**config.mk**
```make
export PLATFORM = sky130hd
export DESIGN_NAME = pwmt_channel
export DESIGN_NICKNAME = d
export VERILOG_FILES = /design/src/rtl/pwmt_pkg.sv /design/src/rtl/pwmt_regs.sv /design/src/rtl/pwmt_prescaler.sv /design/src/rtl/pwmt_counter.sv /design/src/rtl/pwmt_output.sv /design/src/rtl/pwmt_channel.sv
export SDC_FILE = /design/constraint.sdc
export NUM_CORES = 1
export LEC_CHECK = 0
export ABC_AREA = 1
export ABC_CLOCK_PERIOD_IN_PS = 3600
export BUFFER_PORTS_ARGS = -buffer_cell sky130_fd_sc_hd__buf_2
export CAP_MARGIN = 0
export CORE_MARGIN = 5
export CORE_UTILIZATION = 55
export CTS_CLUSTER_DIAMETER = 150
export DETAILED_ROUTE_END_ITERATION = 10
export PLACE_DENSITY = 0.78
export SKIP_CTS_REPAIR_TIMING = 1
export SLEW_MARGIN = 40
export SYNTH_ARGS = -nofsm -noshare
export SYNTH_HDL_FRONTEND = slang
export SYNTH_SLANG_ARGS = --single-unit
```
**constraint.sdc**
```tcl
create_clock -name clk -period 3.6 [get_ports clk]
set_input_delay 0.18 -clock clk [delete_from_list [all_inputs] [get_ports clk]]
set_output_delay 0.18 -clock clk [all_outputs]
set_load 0.01 [all_outputs]
```
**src/rtl/pwmt_pkg.sv**
```systemverilog
// Shared types for the prescaled PWM timer channel.
// Assumes the control word layout below is the one software programs.
package pwmt_pkg;
    localparam int SEL_W = 3;

    typedef enum logic [1:0] {
        ADDR_COUNT  = 2'd0,
        ADDR_CMP    = 2'd1,
        ADDR_PERIOD = 2'd2,
        ADDR_CTRL   = 2'd3
    } pwmt_addr_e;

    // Control word, most significant field first: bit 6 down to bit 0.
    typedef struct packed {
        logic             abrupt;
        logic             cnt_en;
        logic             out_en;
        logic             invert;
        logic [SEL_W-1:0] sel;
    } pwmt_ctrl_t;

    localparam int CTRL_W = $bits(pwmt_ctrl_t);
endpackage

```
**src/rtl/pwmt_regs.sv**
```systemverilog
// Register file for compare, period and control, plus the read mux.
// Assumes: the counter itself lives in pwmt_counter. This module only
// decodes a counter write and returns the live counter value on reads.
module pwmt_regs
    import pwmt_pkg::*;
#(
    parameter int CNT_W = 16
) (
    input  logic             clk,
    input  logic             rst_n,
    input  logic             wr_en,
    input  logic [1:0]       wr_addr,
    input  logic [CNT_W-1:0] wr_data,
    input  logic [1:0]       rd_addr,
    input  logic [CNT_W-1:0] count,
    output logic [CNT_W-1:0] cmp,
    output logic [CNT_W-1:0] period,
    output pwmt_ctrl_t       ctrl,
    output logic             count_wr,
    output logic [CNT_W-1:0] rd_data
);
    pwmt_addr_e wa;
    pwmt_addr_e ra;
    logic       ctrl_hi_unused;

    assign wa             = pwmt_addr_e'(wr_addr);
    assign ra             = pwmt_addr_e'(rd_addr);
    assign ctrl_hi_unused = ^wr_data[CNT_W-1:CTRL_W];

    // Counter write strobe, handed to the counter.
    assign count_wr = wr_en && (wa == ADDR_COUNT);

    // Holds compare, period and control values.
    always_ff @(posedge clk) begin
        if (!rst_n) begin
            cmp    <= '0;
            period <= '0;
            ctrl   <= '0;
        end else if (wr_en) begin
            case (wa)
                ADDR_CMP:    cmp    <= wr_data;
                ADDR_PERIOD: period <= wr_data;
                ADDR_CTRL:   ctrl   <= pwmt_ctrl_t'(wr_data[CTRL_W-1:0]);
                default:     ;
            endcase
        end
    end

    // Selects the register shown on the read port.
    always_comb begin
        case (ra)
            ADDR_COUNT:  rd_data = count;
            ADDR_CMP:    rd_data = cmp;
            ADDR_PERIOD: rd_data = period;
            default:     rd_data = CNT_W'(ctrl);
        endcase
    end

    // a compare write lands in the next cycle.
    a_r2_cmp_write: assert property (@(posedge clk) disable iff (!rst_n)
        (wr_en && wa == ADDR_CMP) |=> (cmp == $past(wr_data)));
    // a period write lands in the next cycle.
    a_r2_period_write: assert property (@(posedge clk) disable iff (!rst_n)
        (wr_en && wa == ADDR_PERIOD) |=> (period == $past(wr_data)));
endmodule

```
**src/rtl/pwmt_prescaler.sv**
```systemverilog
// Power-of-four clock-enable generator.
// Assumes sel values above MAX_SEL are treated as MAX_SEL. The divider is
// held clear while en is low, so a fresh start always waits a full interval.
module pwmt_prescaler
    import pwmt_pkg::*;
#(
    parameter int MAX_SEL = 5
) (
    input  logic             clk,
    input  logic             rst_n,
    input  logic             en,
    input  logic [SEL_W-1:0] sel,
    output logic             tick
);
    localparam int DIV_W = 2 * MAX_SEL;

    logic [SEL_W-1:0] sel_eff;
    logic [DIV_W:0]   span;
    logic [DIV_W-1:0] limit;
    logic [DIV_W-1:0] div_cnt;

    // Clamps the select to the largest supported ratio.
    assign sel_eff = (sel > SEL_W'(MAX_SEL)) ? SEL_W'(MAX_SEL) : sel;

    // Terminal count of the divider: 4^sel - 1.
    always_comb begin
        span  = (DIV_W+1)'(1) << (2 * sel_eff);
        limit = DIV_W'(span - (DIV_W+1)'(1));
    end

    assign tick = en && (div_cnt == limit);

    // Counts clocks between ticks; cleared while disabled and on each tick.
    always_ff @(posedge clk) begin
        if (!rst_n || !en || tick) div_cnt <= '0;
        else                       div_cnt <= div_cnt + 1'b1;
    end

    // with a nonzero select, two ticks are never adjacent.
    a_r4_tick_spacing: assert property (@(posedge clk) disable iff (!rst_n)
        (tick && sel_eff != '0 && $stable(sel_eff)) |=> !tick);
endmodule

```
**src/rtl/pwmt_counter.sv**
```systemverilog
// Up-counter with period wrap and period-complete pulse.
// Assumes tick comes from the prescaler and is only high while enabled.
module pwmt_counter #(
    parameter int CNT_W = 16
) (
    input  logic             clk,
    input  logic             rst_n,
    input  logic             tick,
    input  logic             cnt_en,
    input  logic             wr,
    input  logic [CNT_W-1:0] wr_val,
    input  logic [CNT_W-1:0] period,
    output logic [CNT_W-1:0] count,
    output logic             wrap,
    output logic             done
);
    logic at_end;

    assign at_end = (count == period);
    assign wrap   = tick && !wr && at_end && (period != '0);

    // Advances, wraps or loads the counter; a write wins over a tick.
    always_ff @(posedge clk) begin
        if (!rst_n)       count <= '0;
        else if (wr)      count <= wr_val;
        else if (tick)    count <= at_end ? '0 : count + 1'b1;
    end

    // Registers the period-complete pulse.
    always_ff @(posedge clk) begin
        if (!rst_n) done <= 1'b0;
        else        done <= wrap;
    end

    // an ordinary tick moves the counter up by one.
    a_r3_step: assert property (@(posedge clk) disable iff (!rst_n)
        (tick && !wr && !at_end) |=> (count == $past(count) + 1'b1));
    // a stopped counter holds unless written.
    a_r13_hold: assert property (@(posedge clk) disable iff (!rst_n)
        (!cnt_en && !wr) |=> $stable(count));
    // a zero period keeps a zero counter at zero.
    a_r9_zero_period: assert property (@(posedge clk) disable iff (!rst_n)
        (period == '0 && count == '0 && !wr) |=> (count == '0));
    // the pulse is one clock wide.
    a_r8_single_pulse: assert property (@(posedge clk) disable iff (!rst_n)
        done |=> !done);
endmodule

```
**src/rtl/pwmt_output.sv**
```systemverilog
// Compare logic, polarity and output-enable gating with shutdown modes.
// Assumes wrap marks the last tick of a period. Graceful release waits for
// it, abrupt release acts at once, and a stopped counter releases at once.
module pwmt_output
    import pwmt_pkg::*;
#(
    parameter int CNT_W = 16
) (
    input  logic             clk,
    input  logic             rst_n,
    input  logic [CNT_W-1:0] count,
    input  logic [CNT_W-1:0] cmp,
    input  logic [CNT_W-1:0] period,
    input  pwmt_ctrl_t       ctrl,
    input  logic             wrap,
    output logic             pin
);
    logic gate_q;
    logic gate;
    logic active;

    // Active phase: from compare up to, not including, the period value.
    assign active = (count >= cmp) && (count < period);

    // Effective gate: on while enabled, or while a graceful release is pending.
    assign gate = ctrl.out_en || (gate_q && ctrl.cnt_en && !ctrl.abrupt);

    // Remembers that the output was live until the period ends.
    always_ff @(posedge clk) begin
        if (!rst_n) gate_q <= 1'b0;
        else        gate_q <= ctrl.out_en || (gate && !wrap);
    end

    assign pin = ctrl.invert ^ (gate && active);

    // abrupt release leaves the pin idle.
    a_r10_abrupt_idle: assert property (@(posedge clk) disable iff (!rst_n)
        (!ctrl.out_en && ctrl.abrupt) |-> (pin == ctrl.invert));
    // a parked compare value keeps the pin idle.
    a_r6_parked: assert property (@(posedge clk) disable iff (!rst_n)
        (cmp >= period) |-> (pin == ctrl.invert));
    // after a graceful wrap with output disabled, the pin is idle.
    a_r11_release: assert property (@(posedge clk) disable iff (!rst_n)
        (wrap && !ctrl.out_en && $stable(ctrl)) |=> (pin == $past(ctrl.invert)));
endmodule

```
**src/rtl/pwmt_channel.sv**
```systemverilog
// Top of the prescaled PWM timer channel: register port, prescaler,
// counter and output stage. Assumes a single clock domain and
// synchronous active-low reset.
module pwmt_channel
    import pwmt_pkg::*;
#(
    parameter int CNT_W   = 16,
    parameter int MAX_SEL = 5
) (
    input  logic             clk,
    input  logic             rst_n,
    input  logic             wr_en,
    input  logic [1:0]       wr_addr,
    input  logic [CNT_W-1:0] wr_data,
    input  logic [1:0]       rd_addr,
    output logic [CNT_W-1:0] rd_data,
    output logic             pwm_out,
    output logic             period_done
);
    logic [CNT_W-1:0] cmp;
    logic [CNT_W-1:0] period;
    logic [CNT_W-1:0] count;
    pwmt_ctrl_t       ctrl;
    logic             count_wr;
    logic             tick;
    logic             wrap;

    pwmt_regs #(.CNT_W(CNT_W)) u_regs (
        .clk      (clk),
        .rst_n    (rst_n),
        .wr_en    (wr_en),
        .wr_addr  (wr_addr),
        .wr_data  (wr_data),
        .rd_addr  (rd_addr),
        .count    (count),
        .cmp      (cmp),
        .period   (period),
        .ctrl     (ctrl),
        .count_wr (count_wr),
        .rd_data  (rd_data)
    );

    pwmt_prescaler #(.MAX_SEL(MAX_SEL)) u_presc (
        .clk   (clk),
        .rst_n (rst_n),
        .en    (ctrl.cnt_en),
        .sel   (ctrl.sel),
        .tick  (tick)
    );

    pwmt_counter #(.CNT_W(CNT_W)) u_cnt (
        .clk    (clk),
        .rst_n  (rst_n),
        .tick   (tick),
        .cnt_en (ctrl.cnt_en),
        .wr     (count_wr),
        .wr_val (wr_data),
        .period (period),
        .count  (count),
        .wrap   (wrap),
        .done   (period_done)
    );

    pwmt_output #(.CNT_W(CNT_W)) u_out (
        .clk    (clk),
        .rst_n  (rst_n),
        .count  (count),
        .cmp    (cmp),
        .period (period),
        .ctrl   (ctrl),
        .wrap   (wrap),
        .pin    (pwm_out)
    );
endmodule

```
==> results of run 1 <==
synth_stat cells, types with 3 or more instances:
| cell type | instances |
|---|---|
| a21oi_1 | 75 |
| o221ai_1 | 9 |
| nand2_1 | 149 |
| ha_1 | 34 |
| nand3_1 | 43 |
| nor2_2 | 4 |
| inv_1 | 80 |
| dfxtp_1 | 67 |
| nor3_1 | 8 |
| nand4_1 | 19 |
| xor2_1 | 3 |
| clkbuf_1 | 16 |
| nor2_1 | 46 |
| o21ai_0 | 60 |
| o22ai_1 | 5 |
| or2_2 | 3 |
area by class of cell:
type	count	area, sq um	area share (%)
Timing Repair Buffer	43	222.7	4.713
Sequential cell	67	1341	28.38
Tap cell	102	127.6	2.701
Inverter	83	311.5	6.593
Clock buffer	11	151.4	3.204
Clock inverter	5	35.03	0.7413
Multi-Input combinational cell	477	2536	53.67
final timing paths:
check,startpoint,end,slack (ps),cells past startpoint
max,u_cnt.count[13],pwm_out,1230,9
min,wr_data[0],u_regs.cmp[0],120,3
max reg2reg,u_cnt.count[3],u_cnt.count[4],1500,9
min reg2reg,u_presc.div_cnt[9],u_presc.div_cnt[9],480,2
cell families after synthesis:
logic type / after synthesis
and+or+nand+nor: 279
AOI/OAI and AO/OA: 159
buffers and inverters: 106
DFF: 67
adders and majority gates: 34
xor gates and xnor gates: 5
worst min-delay path: stages:
cell	delay (ps)
buf_2	90
inv_1	60
a21oi_1	110
registers in the layout, indices dropped and copies added (netlist names):
signal and count:
u_out.gate_q 1, u_regs.period 16, u_presc.div_cnt 10, u_regs.cmp 16, u_cnt.count 16, u_regs.ctrl 7
u_cnt.done 1
where the power goes:
group / internal, mW / switching, mW
registers: 0.768 / 0.0203
clock network: 0.290 / 0.317
logic: 0.0970 / 0.203
total: 1.16 / 0.540
per-stage QoR:
stage | power (mW) | instances | cell area [sq um] | hold WS (ps) | util (%)
floorplan | 1.010 | 650 | 4315 | 342.9 | -
global placement | 1.091 | 772 | 4537 | 438.1 | 59.02
detailed placement | 1.099 | 772 | 4539 | 472.6 | 59.05
CTS | 1.699 | 788 | 4726 | 117.3 | 61.47
global route | 1.787 | 788 | 4726 | 132.9 | 61.47
finish | 1.695 | 788 | 4726 | 120.7 | 61.47
routing by layer:
layer  part of all wire (%)  vias up  track usage [%]
met2                     46      183            42.49
met4                    2.7        0            9.139
li1                       -     2248                -
met5                      0        -                0
met1                     44     2028            32.31
met3                    7.5       32            5.096
==> results.sh, run 1 <==
export IMPL_status="finished clean"
export IMPL_ys_flop_type="dfxtp_1"
export IMPL_clkLatencyLatePin_ps=360
export IMPL_power_density_mw_per_mm2=358.7
export IMPL_rsz0062_at_grt="no"
export IMPL_clock_skew_ps=13.83
export IMPL_total_leakage_power_nw=2.065
export IMPL_setup_viol=0
export IMPL_clock_root_buffer="clkbuf_8"
export IMPL_grt_start_max_net_pins=42
export IMPL_cts_buffers=9
export IMPL_antenna_found_initial=0
export IMPL_path_cells="ha_1 -> nand2_1 -> nor4_1 -> nand2_1 -> nand3_1 -> nand2_1 -> nand2_1 -> nand2_1 -> buf_2"
export IMPL_yosysTopAreaCellShare_pct=31.08
export IMPL_clock_sinks=67
export IMPL_port_buffers=40
export IMPL_criticalPathCategory="reg -> out"
export IMPL_yosys_area_share_adder_pct=9.858
export IMPL_async_flop_share_pct=0
export IMPL_critPathLaunchType="flip-flop"
export IMPL_grt_pass1_vias=4240
export IMPL_worst_slack_ps=1234
export IMPL_synth_xor_area_share_pct=1.015
export IMPL_cp_end_kind="output port"
export IMPL_path_max_fanout=7
export IMPL_core_sq_mm=0.007687
export IMPL_drive_above_1_share_pct=10.50
export IMPL_layout_common_cells="149 x nand2_1, 80 x inv_1, 75 x a21oi_1, 67 x dfxtp_1, 60 x o21ai_0"
export IMPL_place_ws_ps=1554
export IMPL_synth_compound_area_share_pct=19.83
export IMPL_dp_hpwl_um=8966
export IMPL_syn_cell_area_sq_mm=0.004315
export IMPL_max_stage_delay_ps=480
export IMPL_grt_usage_pct=25.35
export IMPL_final_nets=738
export IMPL_worstPathArrival_ps=2190
export IMPL_die_h_um=98.58
export IMPL_fmax_mhz=422.6
export IMPL_period_share_pct=65.73
export IMPL_required_ps=3420
export IMPL_worst_slew_pin_slew_ps=693.4
export IMPL_tns_ps=0
export IMPL_drc=0
export IMPL_critPathSlowestCell="nor4_1"
export IMPL_gp_congestion=0.9148
export IMPL_synthSimpleGateAreaFrac_pct=28.01
export IMPL_cp_top_family="simple AND/OR/NAND/NOR gates"
export IMPL_htreeDepth=3
export IMPL_ant_nets=0
export IMPL_finalHoldViolCount=0
export IMPL_initial_core_util_pct=56.14
export IMPL_overflow=0
export IMPL_slew_viol_final=0
export IMPL_synth_edf_count=0
export IMPL_ios=41
export IMPL_fin_crit_ps=2366
export IMPL_cp_num_buf_inv=1
export IMPL_num_rows=32
export IMPL_cp_common_cell="nand2_1"
export IMPL_wire_per_inst_um=15.29
export IMPL_maxSlewHeadroom_pct=53.72
export IMPL_syn_inst=650
export IMPL_die_x_um=98.58
export IMPL_yosysUniqueCellTypes=35
export IMPL_hp_class="in -> reg"
export IMPL_ys_top_cells_by_area="dfxtp_1 31%, nand2_1 13%, ha_1 9.9%, a21oi_1 8.7%, inv_1 7.0%"
export IMPL_clockBufferDepth=2
export IMPL_nFillCells=750
export IMPL_synthMuxAreaShare_pct=0
export IMPL_wl_um=12050
export IMPL_diodes=0
export IMPL_synth_top_area_cell="dfxtp_1"
export IMPL_peakVddDrop_uv=211.8
export IMPL_syn_to_final_growth_pct=9.510
export IMPL_dieArea_sq_mm=0.009718
export IMPL_synth_nets=707
export IMPL_ys_ff_latch=67
export IMPL_num_vias=4491
export IMPL_ys_seq_area_share_pct=31.08
export IMPL_yosysWarnings=0
export IMPL_cts_tree="done"
export IMPL_clk_pin_slew_ps=80
export IMPL_grt_pass1_wl_um=20120
export IMPL_synth_avg_cell_area_sq_um=6.639
export IMPL_layout_commonest_cell="nand2_1"
export IMPL_firstDrtPassIters=6
export IMPL_vias_per_cell=5.699
export IMPL_drt_iter0_drc=312
export IMPL_synth_top_family_by_area="simple AND/OR/NAND/NOR gates"
export IMPL_drv_cap=0
No activity file was read; power rests on OpenSTA's default activity.
==> run 2, diff against run 1 <==
--- a/config.mk
+++ b/config.mk
@@ -6,14 +6,14 @@
 export NUM_CORES = 1
 export LEC_CHECK = 0
 export ABC_AREA = 1
-export ABC_CLOCK_PERIOD_IN_PS = 3600
+export ABC_CLOCK_PERIOD_IN_PS = 1900
 export BUFFER_PORTS_ARGS = -buffer_cell sky130_fd_sc_hd__buf_2
 export CAP_MARGIN = 0
 export CORE_MARGIN = 5
-export CORE_UTILIZATION = 55
+export CORE_UTILIZATION = 54
 export CTS_CLUSTER_DIAMETER = 150
 export DETAILED_ROUTE_END_ITERATION = 10
-export PLACE_DENSITY = 0.78
+export PLACE_DENSITY = 0.8
 export SKIP_CTS_REPAIR_TIMING = 1
 export SLEW_MARGIN = 40
 export SYNTH_ARGS = -nofsm -noshare
==> constraint.sdc (replaced) <==
create_clock -name clk -period 1.9 [get_ports clk]
set_input_delay 0.095 -clock clk [delete_from_list [all_inputs] [get_ports clk]]
set_output_delay 0.095 -clock clk [all_outputs]
set_load 0.01 [all_outputs]
==> run 2 against run 1 <==
  * The run now ends with setup timing left
  * Utilization rose by 9.7 points
  * Final area rose by 17%
  * Clock power rose by 96%
  * Critical path type unchanged
  * Largest cell class unchanged
  * Largest power group unchanged
==> results.sh, run 2 (same netlist as run 1, synthesis figures left out) <==
export IMPL_peakVddDrop_uv=451.5
export IMPL_cp_end_kind="output port"
export IMPL_finalHoldViolCount=0
export IMPL_worst_slack_ps=-137.3
export IMPL_reg2reg_from="u_regs.period[11]"
export IMPL_placed_area_sq_mm=0.004767
export IMPL_overflow=0
export IMPL_criticalPathCategory="reg -> out"
export IMPL_diodes=0
export IMPL_cp_num_buf_inv=2
export IMPL_power_frac_clock_pct=34.1
export IMPL_r2r_slack_ps=60
export IMPL_swShare_pct=31.62
export IMPL_wl_um=14490
export IMPL_worstPathArrival_ps=1940
export IMPL_ant_nets=0
export IMPL_intPower_mw=2.399
export IMPL_hold_start="wr_data[2]"
export IMPL_maxSlewHeadroom_pct=57.66
export IMPL_antenna_found_initial=0
export IMPL_cp_common_cell="nand2_1"
export IMPL_num_rows=32
export IMPL_layout_common_cells="133 x nand2_1, 70 x a21oi_1, 62 x inv_1, 57 x o21ai_0, 41 x nand3_1"
export IMPL_holdPathStages=3
export IMPL_worst_slew_pin_slew_ps=631.3
export IMPL_clock_sinks=67
export IMPL_failed_checks="setup timing"
export IMPL_drive_above_1_share_pct=29.52
export IMPL_die_x_um=99.40
export IMPL_cts_buffers=9
export IMPL_dp_hpwl_um=9870
export IMPL_reg_top3="u_cnt.count x16, u_regs.cmp x16, u_regs.period x16"
export IMPL_switchingPower_mw=1.109
export IMPL_total_leakage_power_nw=2.335
export IMPL_setup_viol=1
export IMPL_firstDrtPassIters=5
export IMPL_r2r_end="u_cnt.count[0]"
export IMPL_fmax_mhz=490.9
export IMPL_clk_pin_slew_ps=70
export IMPL_final_nets=779
export IMPL_slew_viol_final=0
export IMPL_pwr_share_comb_pct=23.4
export IMPL_layout_commonest_cell="nand2_1"
export IMPL_power_density_mw_per_mm2=634.5
export IMPL_place_ws_ps=34.63
export IMPL_core_sq_mm=0.007767
export IMPL_clock_root_buffer="clkbuf_8"
export IMPL_syn_to_final_growth_pct=28.12
export IMPL_seqPwrFrac_pct=42.6
export IMPL_ios=41
export IMPL_grt_usage_pct=27.20
export IMPL_critPathSlowestCell="dfxtp_1"
export IMPL_grt_pass1_vias=4542
export IMPL_drc=0
export IMPL_vias_per_cell=6.022
export IMPL_drv_cap=0
export IMPL_worst_r2r_path_depth=11
export IMPL_gp_congestion=1.026
export IMPL_clkLatencyLatePin_ps=350
export IMPL_critPathLaunchType="flip-flop"
export IMPL_drt_iter0_drc=420
export IMPL_period_share_pct=107.2
export IMPL_status="finished with violations"
export IMPL_grt_start_max_net_pins=28
export IMPL_hold_end="u_regs.ctrl[2]"
export IMPL_max_stage_delay_ps=370
export IMPL_path_cells="ha_1 -> nand2_2 -> nor4_4 -> buf_4 -> nand2_2 -> nand3_2 -> nand2_1 -> nand2_1 -> nand2_1 -> buf_2"
export IMPL_hp_class="in -> reg"
export IMPL_required_ps=1800
export IMPL_grt_pass1_wl_um=21500
export IMPL_clockBufferDepth=2
export IMPL_final_area_sq_mm=0.005529
export IMPL_wire_per_inst_um=17.53
export IMPL_clock_skew_ps=8.184
export IMPL_rsz0062_at_grt="yes"
export IMPL_num_vias=4980
export IMPL_htreeDepth=3
export IMPL_port_buffers=40
export IMPL_initial_core_util_pct=55.56
export IMPL_dieArea_sq_mm=0.009879
export IMPL_cts_tree="done"
export IMPL_path_max_fanout=4
export IMPL_die_h_um=99.40
export IMPL_fin_crit_ps=2037
export IMPL_cp_top_family="simple AND/OR/NAND/NOR gates"
## run 2: changes by cell type in the layout (fill, tap and decap cells not counted), moves of 7 or more
cell / delta
buf_4: +37
nand2_2: +13
dfxtp_1: -29
nor2_1: -7
dfxtp_2: +25
nand2_1: -16
inv_1: -18
ha_4: +22
inv_2: +17
ha_1: -23
## run 2: power by group through the flow
stage          Sequential, mW  Clock, mW  Combinational [mW]
6_report                 1.49       1.19               0.820
5_1_grt                  1.50       1.26               0.897
4_1_cts                  1.49       1.19               0.636
3_5_place_dp             1.52          0               0.632
3_3_place_gp             1.52          0               0.618
2_1_floorplan            1.51          0               0.398
## run 2: cell type report
cell class                 instances  area [sq um]
multi-input combinational        477          2964
fill                             611          2238
sequential                        67          1388
timing repair buffer              84         554.3
inverter                          83         314.1
clock buffer                      11         141.4
tap                              102         127.6
clock inverter                     3         40.04
## run 2: worst max path at each step
stage                       from             end  slack (ps)  depth (start not counted)
3_3_place_gp      u_regs.cmp[15]         pwm_out          40                         11
3_5_place_dp   u_regs.period[11]  u_cnt.count[4]          30                         10
2_1_floorplan     u_cnt.count[7]  u_cnt.count[7]         270                         10
6_report         u_cnt.count[10]         pwm_out        -140                         10
5_1_grt          u_cnt.count[10]         pwm_out        -270                         10
4_1_cts           u_regs.cmp[15]         pwm_out        -350                         11
## run 2: metrics by stage
step           hold slack [ps]  TNS [ps]  util, %  power [mW]  instances
2_1_floorplan            257.9         0        -       1.913        650
3_3_place_gp             385.4         0    61.37       2.134        801
3_5_place_dp             403.2         0    61.37       2.150        801
4_1_cts                  44.32    -348.1    63.71       3.313        815
5_1_grt                  63.60    -449.9    71.18       3.653        827
6_report                 42.18    -137.3    71.18       3.508        827
## run 2: metal layers
layer	vias to the layer above	wire [um]	global-route usage, %
met1	2326	5745	33.41
li1	2326	-	-
met5	-	0	0
met2	272	6813	45.82
met4	0	603	11.66
met3	56	1332	5.891
## run 2: worst min-delay path: stages
cell and delay (ps):
buf_2 80, o21ai_0 70, a21oi_1 100
==> run 3, diff against run 2 <==
--- a/config.mk
+++ b/config.mk
@@ -10,10 +10,10 @@
 export BUFFER_PORTS_ARGS = -buffer_cell sky130_fd_sc_hd__buf_2
 export CAP_MARGIN = 0
 export CORE_MARGIN = 5
-export CORE_UTILIZATION = 54
+export CORE_UTILIZATION = 40
 export CTS_CLUSTER_DIAMETER = 150
 export DETAILED_ROUTE_END_ITERATION = 10
-export PLACE_DENSITY = 0.8
+export PLACE_DENSITY = 0.63
 export SKIP_CTS_REPAIR_TIMING = 1
 export SLEW_MARGIN = 40
 export SYNTH_ARGS = -nofsm -noshare
==> run 3 against run 2 <==
  * The flow still finishes with violations (setup timing)
  * Clock skew is 8.5 ps higher
  * Non-clock buffer count decreased by 9
  * Via count is 5.8% lower
  * Critical endpoint unchanged
==> results.sh, run 3 (same netlist as run 1, synthesis figures left out) <==
export IMPL_drc=0
export IMPL_worstPathArrival_ps=1970
export IMPL_diodes=0
export IMPL_criticalPathCategory="reg -> out"
export IMPL_rsz0062_at_grt="yes"
export IMPL_path_cells="inv_1 -> ha_1 -> a21oi_1 -> o21ai_1 -> a21oi_1 -> nand3_2 -> nand2_1 -> nand2_1 -> nand2_1 -> buf_2"
export IMPL_antenna_found_initial=0
export IMPL_clk_pin_slew_ps=80
export IMPL_num_rows=38
export IMPL_clock_sinks=67
export IMPL_clockBufferDepth=2
export IMPL_dieArea_sq_mm=0.01297
export IMPL_gp_congestion=0.9329
export IMPL_wire_per_inst_um=16.17
export IMPL_reg_top3="u_cnt.count x16, u_regs.cmp x16, u_regs.period x16"
export IMPL_grt_pass1_wl_um=21780
export IMPL_cp_end_kind="output port"
export IMPL_critPathSlowestCell="ha_1"
export IMPL_period_share_pct=108.7
export IMPL_ios=41
export IMPL_power_density_mw_per_mm2=670.3
export IMPL_htreeDepth=3
export IMPL_overflow=0
export IMPL_clock_skew_ps=16.65
export IMPL_cts_buffers=9
export IMPL_nFillCells=1087
export IMPL_layout_common_cells="142 x nand2_1, 75 x a21oi_1, 60 x inv_1, 57 x o21ai_0"
export IMPL_die_x_um=113.9
export IMPL_vias_per_cell=5.466
export IMPL_max_stage_delay_ps=330
export IMPL_peakVddDrop_uv=472.1
export IMPL_power_total_mw=3.630
export IMPL_grt_start_max_net_pins=37
export IMPL_finalHoldViolCount=0
export IMPL_dp_hpwl_um=10080
export IMPL_cp_num_buf_inv=2
export IMPL_initial_core_util_pct=40.34
export IMPL_fin_crit_ps=2064
export IMPL_failed_checks="setup timing"
export IMPL_drt_iter0_drc=347
export IMPL_path_max_fanout=3
export IMPL_maxSlewHeadroom_pct=52.37
export IMPL_final_nets=770
export IMPL_drive_above_1_share_pct=26.74
export IMPL_die_h_um=113.9
export IMPL_worst_slack_ps=-164.4
export IMPL_cts_tree="done"
export IMPL_fmax_mhz=484.4
export IMPL_setup_viol=1
export IMPL_drv_cap=0
export IMPL_fin_hold_ws_ps=0.9647
export IMPL_critPathLaunchType="flip-flop"
export IMPL_cp_top_family="compound AO/OA/AOI/OAI gates"
export IMPL_syn_to_final_growth_pct=25.49
export IMPL_port_buffers=40
export IMPL_status="finished with violations"
export IMPL_grt_usage_pct=20.91
export IMPL_cp_common_cell="nand2_1"
export IMPL_clock_root_buffer="clkbuf_8"
export IMPL_firstDrtPassIters=6
export IMPL_layout_commonest_cell="nand2_1"
export IMPL_num_vias=4690
export IMPL_wl_um=13870
export IMPL_required_ps=1800
export IMPL_clkLatencyLatePin_ps=370
export IMPL_hp_class="in -> reg"
export IMPL_core_sq_mm=0.01070
export IMPL_ant_nets=0
export IMPL_slew_viol_final=0
export IMPL_grt_pass1_vias=4459
export IMPL_total_leakage_power_nw=2.286
export IMPL_worst_slew_pin_slew_ps=712.7
run 3: cell count changes in the layout (fill, tap and decap cells not counted), sizes merged:
cell      delta
bufinv       +1
clkbuf       -2
clkinvlp     +1
buf          -9
inv          +2
run 3: power breakdown:
part	internal (mW)	leakage (nW)	total [mW]	switching, mW
clock	0.748	0.110	1.40	0.650
combinational	0.274	1.62	0.734	0.460
sequential	1.46	0.560	1.50	0.0412
run 3: worst min-delay path: cells and delay by family:
family | cells | cell delay (ps)
buffers and inverters | 2 | 180
AOI/OAI and AO/OA | 1 | 60
run 3: layout make-up:
cell class | count | area [sq um] | area share [%]
clock buffer | 9 | 123.9 | 2.287
clock inverter | 7 | 98.84 | 1.825
inverter | 83 | 314.1 | 5.799
multi-input combinational | 477 | 2853 | 52.68
sequential | 67 | 1388 | 25.62
tap | 140 | 175.2 | 3.235
timing repair buffer | 75 | 462.9 | 8.549
run 3: routing by layer:
layer	track usage, %	vias to the layer above	wire length (um)
li1	-	2312	-
met1	26.53	2180	5994
met2	35.96	166	6714
met3	3.183	32	810
met4	7.601	0	350
met5	0	-	0
run 3: worst paths after layout:
kind                      start            endpoint  slack (ps)  depth (start not counted)
min reg2reg  u_presc.div_cnt[0]  u_presc.div_cnt[0]         470                          1
max              u_regs.cmp[15]             pwm_out        -160                         10
min                  wr_data[8]    u_regs.period[8]           1                          3
max reg2reg    u_regs.period[9]     u_cnt.count[15]          90                         11
run 3: stage by stage:
stage / TNS [ps] / cells / util [%] / worst slack [ps] / cell area [sq um]
finish: -164.4 / 858 / 50.62 / -164.4 / 5415
global route: -256.2 / 858 / 50.62 / -240.3 / 5415
CTS: -480.1 / 854 / 46.90 / -317.8 / 5017
detailed placement: -24.29 / 838 / 44.82 / -17.68 / 4795
global placement: 0 / 838 / 44.82 / 9.102 / 4795
floorplan: 0 / 650 / - / 267.7 / 4315
